==> config.mk <==
export PLATFORM = sky130hd
export DESIGN_NAME = tty_char_filter
export DESIGN_NICKNAME = d
export VERILOG_FILES = /design/src/rtl/tty_filt_pkg.sv /design/src/rtl/tty_mode_reg.sv /design/src/rtl/tty_char_xform.sv /design/src/rtl/tty_kbd_stage.sv /design/src/rtl/tty_prn_seq.sv /design/src/rtl/tty_char_filter.sv
export SDC_FILE = /design/constraint.sdc
export NUM_CORES = 1
export LEC_CHECK = 0
export ABC_AREA = 1
export BUFFER_PORTS_ARGS = -buffer_cell sky130_fd_sc_hd__buf_2
export CAP_MARGIN = 20
export CORE_UTILIZATION = 42
export CTS_CLUSTER_DIAMETER = 150
export DETAILED_ROUTE_END_ITERATION = 16
export GPL_ROUTABILITY_DRIVEN = 0
export PLACE_DENSITY_LB_ADDON = 0.08
export SLEW_MARGIN = 10
export SYNTH_ARGS = -nofsm -noshare
export SYNTH_HDL_FRONTEND = slang
export SYNTH_SLANG_ARGS = --single-unit
==> constraint.sdc <==
create_clock -name clk -period 1.5 [get_ports clk]
set_clock_uncertainty 0.1 [all_clocks]
set_input_delay 0.15 -clock clk [delete_from_list [all_inputs] [get_ports clk]]
set_output_delay 0.15 -clock clk [all_outputs]
set_load 0.01 [all_outputs]
==> src/rtl/tty_filt_pkg.sv <==
package tty_filt_pkg;

    localparam int CHAR_W = 8;
    localparam int MODE_W = 2;
    localparam int KEEP_N = 5;

    localparam logic [CHAR_W-1:0] CR_CODE  = 8'h0D;
    localparam logic [CHAR_W-1:0] LF_CODE  = 8'h0A;
    localparam logic [CHAR_W-1:0] DEL_CODE = 8'h7F;
    localparam logic [CHAR_W-1:0] SPACE    = 8'h20;
    localparam logic [CHAR_W-1:0] LC_FIRST = 8'h61;
    localparam logic [CHAR_W-1:0] LC_LAST  = 8'h7A;
    localparam int                CASE_BIT = 5;

    // control codes that survive the restrictive modes on output
    localparam logic [CHAR_W-1:0] KEEP_CODES [KEEP_N] =
        '{8'h07, 8'h08, 8'h09, 8'h0A, 8'h0D};

    typedef enum logic [MODE_W-1:0] {
        MODE_UC = 2'b00,
        MODE_7B = 2'b01,
        MODE_8B = 2'b10
    } tty_mode_e;

    typedef struct packed {
        logic              vld;
        logic [CHAR_W-1:0] ch;
    } tty_char_t;

    function automatic logic mode_code_ok(input logic [MODE_W-1:0] code);
        return (code == MODE_UC) || (code == MODE_7B) || (code == MODE_8B);
    endfunction

    function automatic logic [CHAR_W-1:0] char_xform(input logic [CHAR_W-1:0] c,
                                                     input tty_mode_e m);
        logic [CHAR_W-1:0] r;
        r = (m == MODE_8B) ? c : {1'b0, c[CHAR_W-2:0]};
        if ((m == MODE_UC) && (r >= LC_FIRST) && (r <= LC_LAST))
            r[CASE_BIT] = 1'b0;
        return r;
    endfunction

endpackage

==> src/rtl/tty_mode_reg.sv <==
module tty_mode_reg
    import tty_filt_pkg::*;
(
    input  logic              clk,
    input  logic              rst,
    input  logic              wr_en,
    input  logic [MODE_W-1:0] wr_code,
    output tty_mode_e         mode_o
);
    tty_mode_e mode_q;

    always_ff @(posedge clk) begin
        if (rst)
            mode_q <= MODE_UC;
        else if (wr_en && mode_code_ok(wr_code))
            mode_q <= tty_mode_e'(wr_code);
    end

    assign mode_o = mode_q;
endmodule

==> src/rtl/tty_char_xform.sv <==
module tty_char_xform
    import tty_filt_pkg::*;
#(
    parameter bit FILTER_CTRL = 1'b1
) (
    input  tty_char_t in_i,
    input  tty_mode_e mode_i,
    output tty_char_t out_o
);
    logic [CHAR_W-1:0] conv;

    assign conv     = char_xform(in_i.ch, mode_i);
    assign out_o.ch = conv;

    generate
        if (FILTER_CTRL) begin : g_filt
            logic [KEEP_N-1:0] hit;
            logic              is_ctrl;
            for (genvar i = 0; i < KEEP_N; i++) begin : g_keep
                assign hit[i] = (conv == KEEP_CODES[i]);
            end
            assign is_ctrl   = (conv < SPACE) || (conv == DEL_CODE);
            assign out_o.vld = in_i.vld &&
                               ((mode_i == MODE_8B) || !is_ctrl || (|hit));
        end else begin : g_pass
            assign out_o.vld = in_i.vld;
        end
    endgenerate
endmodule

==> src/rtl/tty_kbd_stage.sv <==
module tty_kbd_stage
    import tty_filt_pkg::*;
(
    input  logic      clk,
    input  logic      rst,
    input  tty_char_t in_i,
    output tty_char_t out_o
);
    tty_char_t q;

    always_ff @(posedge clk) begin
        if (rst) begin
            q.vld <= 1'b0;
            q.ch  <= '0;
        end else begin
            q.vld <= in_i.vld;
            if (in_i.vld)
                q.ch <= in_i.ch;
        end
    end

    assign out_o = q;
endmodule

==> src/rtl/tty_prn_seq.sv <==
module tty_prn_seq
    import tty_filt_pkg::*;
(
    input  logic      clk,
    input  logic      rst,
    input  tty_char_t in_i,
    input  logic      autolf_i,
    output logic      ready_o,
    output tty_char_t out_o
);
    tty_char_t q;
    logic      lf_pend_q;

    always_ff @(posedge clk) begin
        if (rst) begin
            q.vld     <= 1'b0;
            q.ch      <= '0;
            lf_pend_q <= 1'b0;
        end else if (lf_pend_q) begin
            q.vld     <= 1'b1;
            q.ch      <= LF_CODE;
            lf_pend_q <= 1'b0;
        end else begin
            q.vld     <= in_i.vld;
            if (in_i.vld)
                q.ch  <= in_i.ch;
            lf_pend_q <= in_i.vld && autolf_i && (in_i.ch == CR_CODE);
        end
    end

    assign ready_o = !lf_pend_q;
    assign out_o   = q;
endmodule

==> src/rtl/tty_char_filter.sv <==
module tty_char_filter
    import tty_filt_pkg::*;
(
    input  logic              clk,
    input  logic              rst,
    input  logic              mode_wr_en,
    input  logic [MODE_W-1:0] mode_wr_code,
    output logic [MODE_W-1:0] mode_o,
    input  logic              autolf_en,
    input  logic              kbd_in_valid,
    input  logic [CHAR_W-1:0] kbd_in_data,
    output logic              kbd_out_valid,
    output logic [CHAR_W-1:0] kbd_out_data,
    input  logic              prn_in_valid,
    input  logic [CHAR_W-1:0] prn_in_data,
    output logic              prn_in_ready,
    output logic              prn_out_valid,
    output logic [CHAR_W-1:0] prn_out_data
);
    tty_mode_e mode;
    tty_char_t kbd_raw, kbd_conv, kbd_q;
    tty_char_t prn_raw, prn_conv, prn_q;
    logic      prn_rdy;

    tty_mode_reg u_mode (
        .clk     (clk),
        .rst     (rst),
        .wr_en   (mode_wr_en),
        .wr_code (mode_wr_code),
        .mode_o  (mode)
    );

    assign kbd_raw.vld = kbd_in_valid;
    assign kbd_raw.ch  = kbd_in_data;

    tty_char_xform #(.FILTER_CTRL(1'b0)) u_kbd_xf (
        .in_i   (kbd_raw),
        .mode_i (mode),
        .out_o  (kbd_conv)
    );

    tty_kbd_stage u_kbd (
        .clk   (clk),
        .rst   (rst),
        .in_i  (kbd_conv),
        .out_o (kbd_q)
    );

    assign prn_raw.vld = prn_in_valid && prn_rdy;
    assign prn_raw.ch  = prn_in_data;

    tty_char_xform #(.FILTER_CTRL(1'b1)) u_prn_xf (
        .in_i   (prn_raw),
        .mode_i (mode),
        .out_o  (prn_conv)
    );

    tty_prn_seq u_prn (
        .clk      (clk),
        .rst      (rst),
        .in_i     (prn_conv),
        .autolf_i (autolf_en),
        .ready_o  (prn_rdy),
        .out_o    (prn_q)
    );

    assign mode_o        = mode;
    assign kbd_out_valid = kbd_q.vld;
    assign kbd_out_data  = kbd_q.ch;
    assign prn_in_ready  = prn_rdy;
    assign prn_out_valid = prn_q.vld;
    assign prn_out_data  = prn_q.ch;
endmodule

==> results of run 1 <==
==> area by class of cell <==
type	count	area (um2)
flip-flops and latches	21	425
repair buffers	58	342
clock inverters	1	5.00
well taps	27	33.8
fillers	197	649
clock buffers	3	22.5
multi-input cells	94	475
inverters	23	88.8
==> cells in the mapped netlist <==
master / number / area share, %
nor2_1: 33 / 13
dfxtp_1: 21 / 45
inv_1: 19 / 7.5
nand2_1: 18 / 7.2
nand3_1: 13 / 6.9
o21ai_0: 10 / 5.3
a21oi_1: 5 / 2.6
o21ai_1: 5 / 2.6
inv_2: 4 / 1.6
a211oi_1: 2 / 1.6
nand4_1: 2 / 1.3
nor2_2: 2 / 1.3
nor3_1: 2 / 1.1
buf_6: 1 / 1.2
clkbuf_1: 1 / 0.40
nand2_2: 1 / 0.66
nand3_2: 1 / 1.1
==> repair_timing <==
| item | 4_1_cts | 5_1_grt |
|---|---|---|
| buffers inserted | 0 | 5 |
| resized for setup | 3 | 19 |
| endpoints found under the setup margin | 8 | 9 |
| pin swaps | 0 | 8 |
| endpoints found under the hold margin | 5 | 0 |
| gates cloned | 0 | 0 |
| hold buffers | 5 | 0 |
==> registers in the layout (all words and copies together) (netlist names) <==
register and cells:
u_prn.lf_pend_q 1, u_prn.out_o 9, u_kbd.out_o 9, u_mode.mode_o 2
==> per-layer routing <==
metal  global-route usage (%)  wire length [um]  up-vias
li1                         -                 -      567
met1                     27.7              1150      488
met2                     32.0              1230       31
met3                     2.80               113        0
met4                     5.71                 0        0
met5                        0                 0        -
==> tightest hold or removal path: cells and delay by family <==
family / cells / cell delay, ps
compound gates: 1 / 50
buf+inv: 1 / 100
simple gates: 1 / 70
==> power groups by stage <==
stage	registers, mW	logic [mW]	clock network, mW
3_5_place_dp	0.627	0.233	0
2_1_floorplan	0.646	0.106	0
5_1_grt	0.620	0.307	0.305
3_3_place_gp	0.625	0.229	0
6_report	0.615	0.279	0.276
4_1_cts	0.615	0.246	0.281
==> per-stage QoR <==
stage / area [um2] / worst slack [ps] / std cells / hold slack (ps) / util [%]
6_report: 1390 / -29.4 / 227 / 2.89 / 68.2
5_1_grt: 1390 / -98.2 / 227 / 6.43 / 68.2
4_1_cts: 1300 / 5.61 / 222 / 1.15 / 63.8
3_5_place_dp: 1210 / -62.4 / 213 / 282 / 59.4
3_3_place_gp: 1210 / -13.9 / 213 / 271 / 59.4
2_1_floorplan: 945 / 38.7 / 140 / 119 / -
==> placed cells by master, fill, tap and decap left out, types with 5 or more instances in the layout <==
cell type	count
a21oi_1	5
buf_2	44
buf_4	8
dfxtp_1	19
dlygate4sd3_1	5
inv_1	18
nand2_1	14
nand3_1	8
nand3_2	6
nor2_1	30
nor2_2	5
o21ai_0	10
o21ai_1	5
==> worst paths after layout <==
kind	startpoint	to	slack [ps]	cells past startpoint
worst max-delay path	u_mode.mode_o[1]$_SDFFE_PP0P_	u_prn.out_o[3]$_SDFFE_PP0P_	-30	12
worst min register to register	u_kbd.out_o[5]$_SDFFE_PP0P_	u_kbd.out_o[5]$_SDFFE_PP0P_	380	2
worst min-delay path	kbd_in_data[7]	u_kbd.out_o[7]$_SDFFE_PP0P_	3	3
worst max register to register	u_mode.mode_o[1]$_SDFFE_PP0P_	u_prn.out_o[3]$_SDFFE_PP0P_	-30	12
==> kinds of logic after synthesis <==
group / after synthesis / share of synthesized area [%]
buf+inv: 25 / 10.7
flops: 21 / 44.5
compound gates: 22 / 12.2
simple gates: 72 / 32.6
==> run metrics, run 1 <==
status finished, violations left; failing checks negative setup slack; Sw Pwr 0.348 mW; Static Leak about 0.75 nW; Detail Route Antenna Nets 0; worst path cell trace inv_2 -> nand2_2 -> nor2_2 -> nand3_2 -> nand3_2 -> nand2_2 -> nand3_2 -> nand2_4 -> buf_6 -> nand3_2 -> nand2_1 -> nor2_2; nets 225; Via density 4.78; worst skew pair latency about 300 ps; H-Tree Level Count 1; initial DRC count 31; Crit-path slowest cell dfxtp_4; Worst Setup Slack, final -29.4 ps; Detail Placement HPWL 1.78 mm; period utilization 102%; register area share after synthesis ~45%; Sw Ratio between 20% and 30%; initial antenna violation count 0; Initial Util between 40% and 50%; vias in the first global route 911; CTS clk-pin slew, worst paths roughly 130 ps; first-pass GRT wire length 3.77 mm; Sum Neg Setup Slack -32.6 ps; Worst-Margin Slew 346 ps; Cell variety after synth 17; # setup viols final 2; Most Frequent Cell on Critical Path nand3_2; Peak Freq approximately 0.65 GHz; GRT Total Usage about a fifth; CP max FO 7; Rows 16; Tmin final 1530 ps; Ant. Diodes 0; combinational share of power between 20% and 30%; Max clock buf depth 2; Root Buffer clkbuf_4; Pre-Repair DR Iteration Count 4; Top delay family on crit path simple AND/OR/NAND/NOR gates; GRT overflow 0; Min-Delay Path Class in2reg; IO Pins 45; synthesized cell area about 940 um2; Clock Sink Count 21; die area roughly 0.0024 mm2; Final Max Tran Viols 0; routed len/inst between 10 and 15 um; CTS tree done; WL final between 2 and 2.5 mm; Die Ht between 40 and 50 um; final hold viol count 0; DRC 0; largest net degree at the start of global routing 13; syn_nets ~160; WP data arrival roughly 1700 ps; Mean Syn Cell Area just under 7 um2; Pint between 0.8 and 0.9 mW; port bufs 44; Power Dens Cells about 840 mW/mm2; Clk pwr share 23.6%; RSZ-0062 raised after global routing true; post-synthesis register bit count 21; Seq pwr share a little over half; die width 49.4 um; CTS Buf Count 3; yosys warns 0; Layout area overhead 47.4%; WS Path Type reg2reg; via count 1086; peak supply drop between 0.0005 and 0.0006 V; Buf+Inv Stages, Crit Path 2; Worst setup SP type flop; slowest stage delay, CP around 380 ps; CORE AREA 0.00204 mm2; max cap viols 0; Syn Inst Count between 100 and 150; Overall Power roughly 1.2 mW; CP endpoint kind flop; fraction of layout cells with a size suffix above 1 around 41%; relative slew slack roughly three quarters; worst endpoint required time between 1500 and 2000 ps
(Power assumes the default switching activity.)
==> run 2: changes to the inputs <==
--- a/config.mk
+++ b/config.mk
@@ -12,7 +12,7 @@
 export CTS_CLUSTER_DIAMETER = 150
 export DETAILED_ROUTE_END_ITERATION = 16
 export GPL_ROUTABILITY_DRIVEN = 0
-export PLACE_DENSITY_LB_ADDON = 0.08
+export PLACE_DENSITY_LB_ADDON = 0.05
 export SLEW_MARGIN = 10
 export SYNTH_ARGS = -nofsm -noshare
 export SYNTH_HDL_FRONTEND = slang
==> run metrics, run 2 (synthesis gave the netlist of run 1 again) <==
Min-Delay Path Class in2reg; CTS tree done; Via density ~4.8; routed len/inst between 10 and 15 um; most common cell after layout, fill and taps aside buf_2; worst path cell trace inv_2 -> nand2_1 -> nor2_1 -> nand3_1 -> nand3_1 -> nand2_1 -> nand3_2 -> nand2_4 -> inv_6 -> nand2_2 -> nand2_1 -> nor2_1; final hold viol count 0; Most Frequent Cell on Critical Path nand2_1; initial antenna violation count 0; Worst setup SP type flop; Tmin final roughly 1500 ps; CORE AREA approximately 0.0020 mm2; Top delay family on crit path simple AND/OR/NAND/NOR gates; CTS clk-pin slew, worst paths 120 ps; port bufs 44; Ant. Diodes 0; DRC 0; period utilization 98.7%; most frequent cells in the layout 44 x buf_2, 33 x nor2_1, 19 x dfxtp_1; Peak Freq ~0.68 GHz; worst skew pair latency about 300 ps; Power Dens Cells between 800 and 900 mW/mm2; fraction of layout cells with a size suffix above 1 34.2%; WS Path Type reg2reg; die area around 0.0024 mm2; initial DRC count 30; slowest stage delay, CP ~340 ps; Layout area overhead 40.3%; Sum Neg Setup Slack 0 ps; largest net degree at the start of global routing 13; CTS Buf Count 3; RSZ-0062 raised after global routing true; status complete, no violations; # setup viols final 0; Detail Route Antenna Nets 0; CP max FO 7; Worst-Margin Slew approximately 360 ps; Rows 16; Max clock buf depth 2; relative slew slack between 70% and 80%; CP endpoint kind flop; Die Ht 49.4 um; Worst Setup Slack, final around 19 ps; Detail Placement HPWL 1.75 mm; Buf+Inv Stages, Crit Path 2; GRT overflow 0; Crit-path slowest cell dfxtp_2; peak supply drop 0.000569 V; max cap viols 0; nets roughly 220; vias in the first global route 930; pre-CTS WS -91.4 ps; WL final between 2 and 2.5 mm; Initial Util 46.3%; Final Max Tran Viols 0; first-pass GRT wire length a little under 4 mm; H-Tree Level Count 1; Static Leak a little over 0.7 nW; WP data arrival between 1500 and 2000 ps; Root Buffer clkbuf_4; Clock Sink Count 21; Pre-Repair DR Iteration Count 4; IO Pins 45; GRT Total Usage 20.6%; Util after Layout 64.9%; die width 49.4 um; worst endpoint required time 1600 ps; via count roughly 1100
==> run 2: cell count changes in the layout (fill, tap and decap cells not counted), sizes merged <==
| cell | before | now |
|---|---|---|
| nand2 | 19 | 20 |
| clkinv | 1 | 0 |
| buf | 53 | 49 |
| clkbuf | 3 | 4 |
| dlygate4sd3 | 5 | 4 |
==> run 2: layer usage <==
metal	GRT usage (%)	share of wire, %
met1	27.8	47
met2	32.9	47
met3	4.36	4.6
met4	5.71	0.43
met5	0	0
==> run 2: path summary, 6_finish.rpt <==
check,start,endpoint,slack (ps),cells past startpoint
min reg2reg,u_prn.out_o[5]$_SDFFE_PP0P_,u_prn.out_o[5]$_SDFFE_PP0P_,380,2
min,autolf_en,u_prn.lf_pend_q$_SDFF_PP0_,9,3
max,u_mode.mode_o[0]$_SDFFE_PP0P_,u_prn.out_o[5]$_SDFFE_PP0P_,20,12
max reg2reg,u_mode.mode_o[0]$_SDFFE_PP0P_,u_prn.out_o[5]$_SDFFE_PP0P_,20,12
==> run 2: power breakdown <==
group / switching, mW / internal (mW) / leakage, nW / total [mW]
sequential: 0.0166 / 0.597 / 0.175 / 0.613
combinational: 0.146 / 0.112 / 0.527 / 0.258
clock: 0.163 / 0.103 / 0.0150 / 0.266
total: 0.325 / 0.812 / 0.716 / 1.14
==> run 2: timing repair <==
item / CTS / global route
cloned: 0 / 1
pin swaps: 0 / 7
hold endpoints to repair: 5 / 0
buffers inserted: 0 / 1
hold buffers: 4 / 0
resized for setup: 3 / 7
setup endpoints to repair: 8 / 8
==> run 2: layout make-up <==
type                    instances  area [um2]
inverters                      23        91.3
repair buffers                 53         298
multi-input cells              95         453
flip-flops and latches         21         423
fillers                       196         717
well taps                      27        33.8
clock buffers                   4        26.3
==> run 2: per-stage QoR <==
step                      hold WS (ps)  std cells  area [um2]  total power, mW
after floorplan                    119        140         945            0.752
after global placement             272        213        1210            0.854
after detailed placement           287        213        1210            0.859
after CTS                         3.25        221        1290             1.13
after global routing              13.9        223        1330             1.21
final                             9.04        223        1330             1.14
==> run 2: tightest hold or removal path, delay by kind of cell <==
| family | cells | cell delay [ps] |
|---|---|---|
| and+or+nand+nor | 2 | 110 |
| buffers and inverters | 1 | 100 |
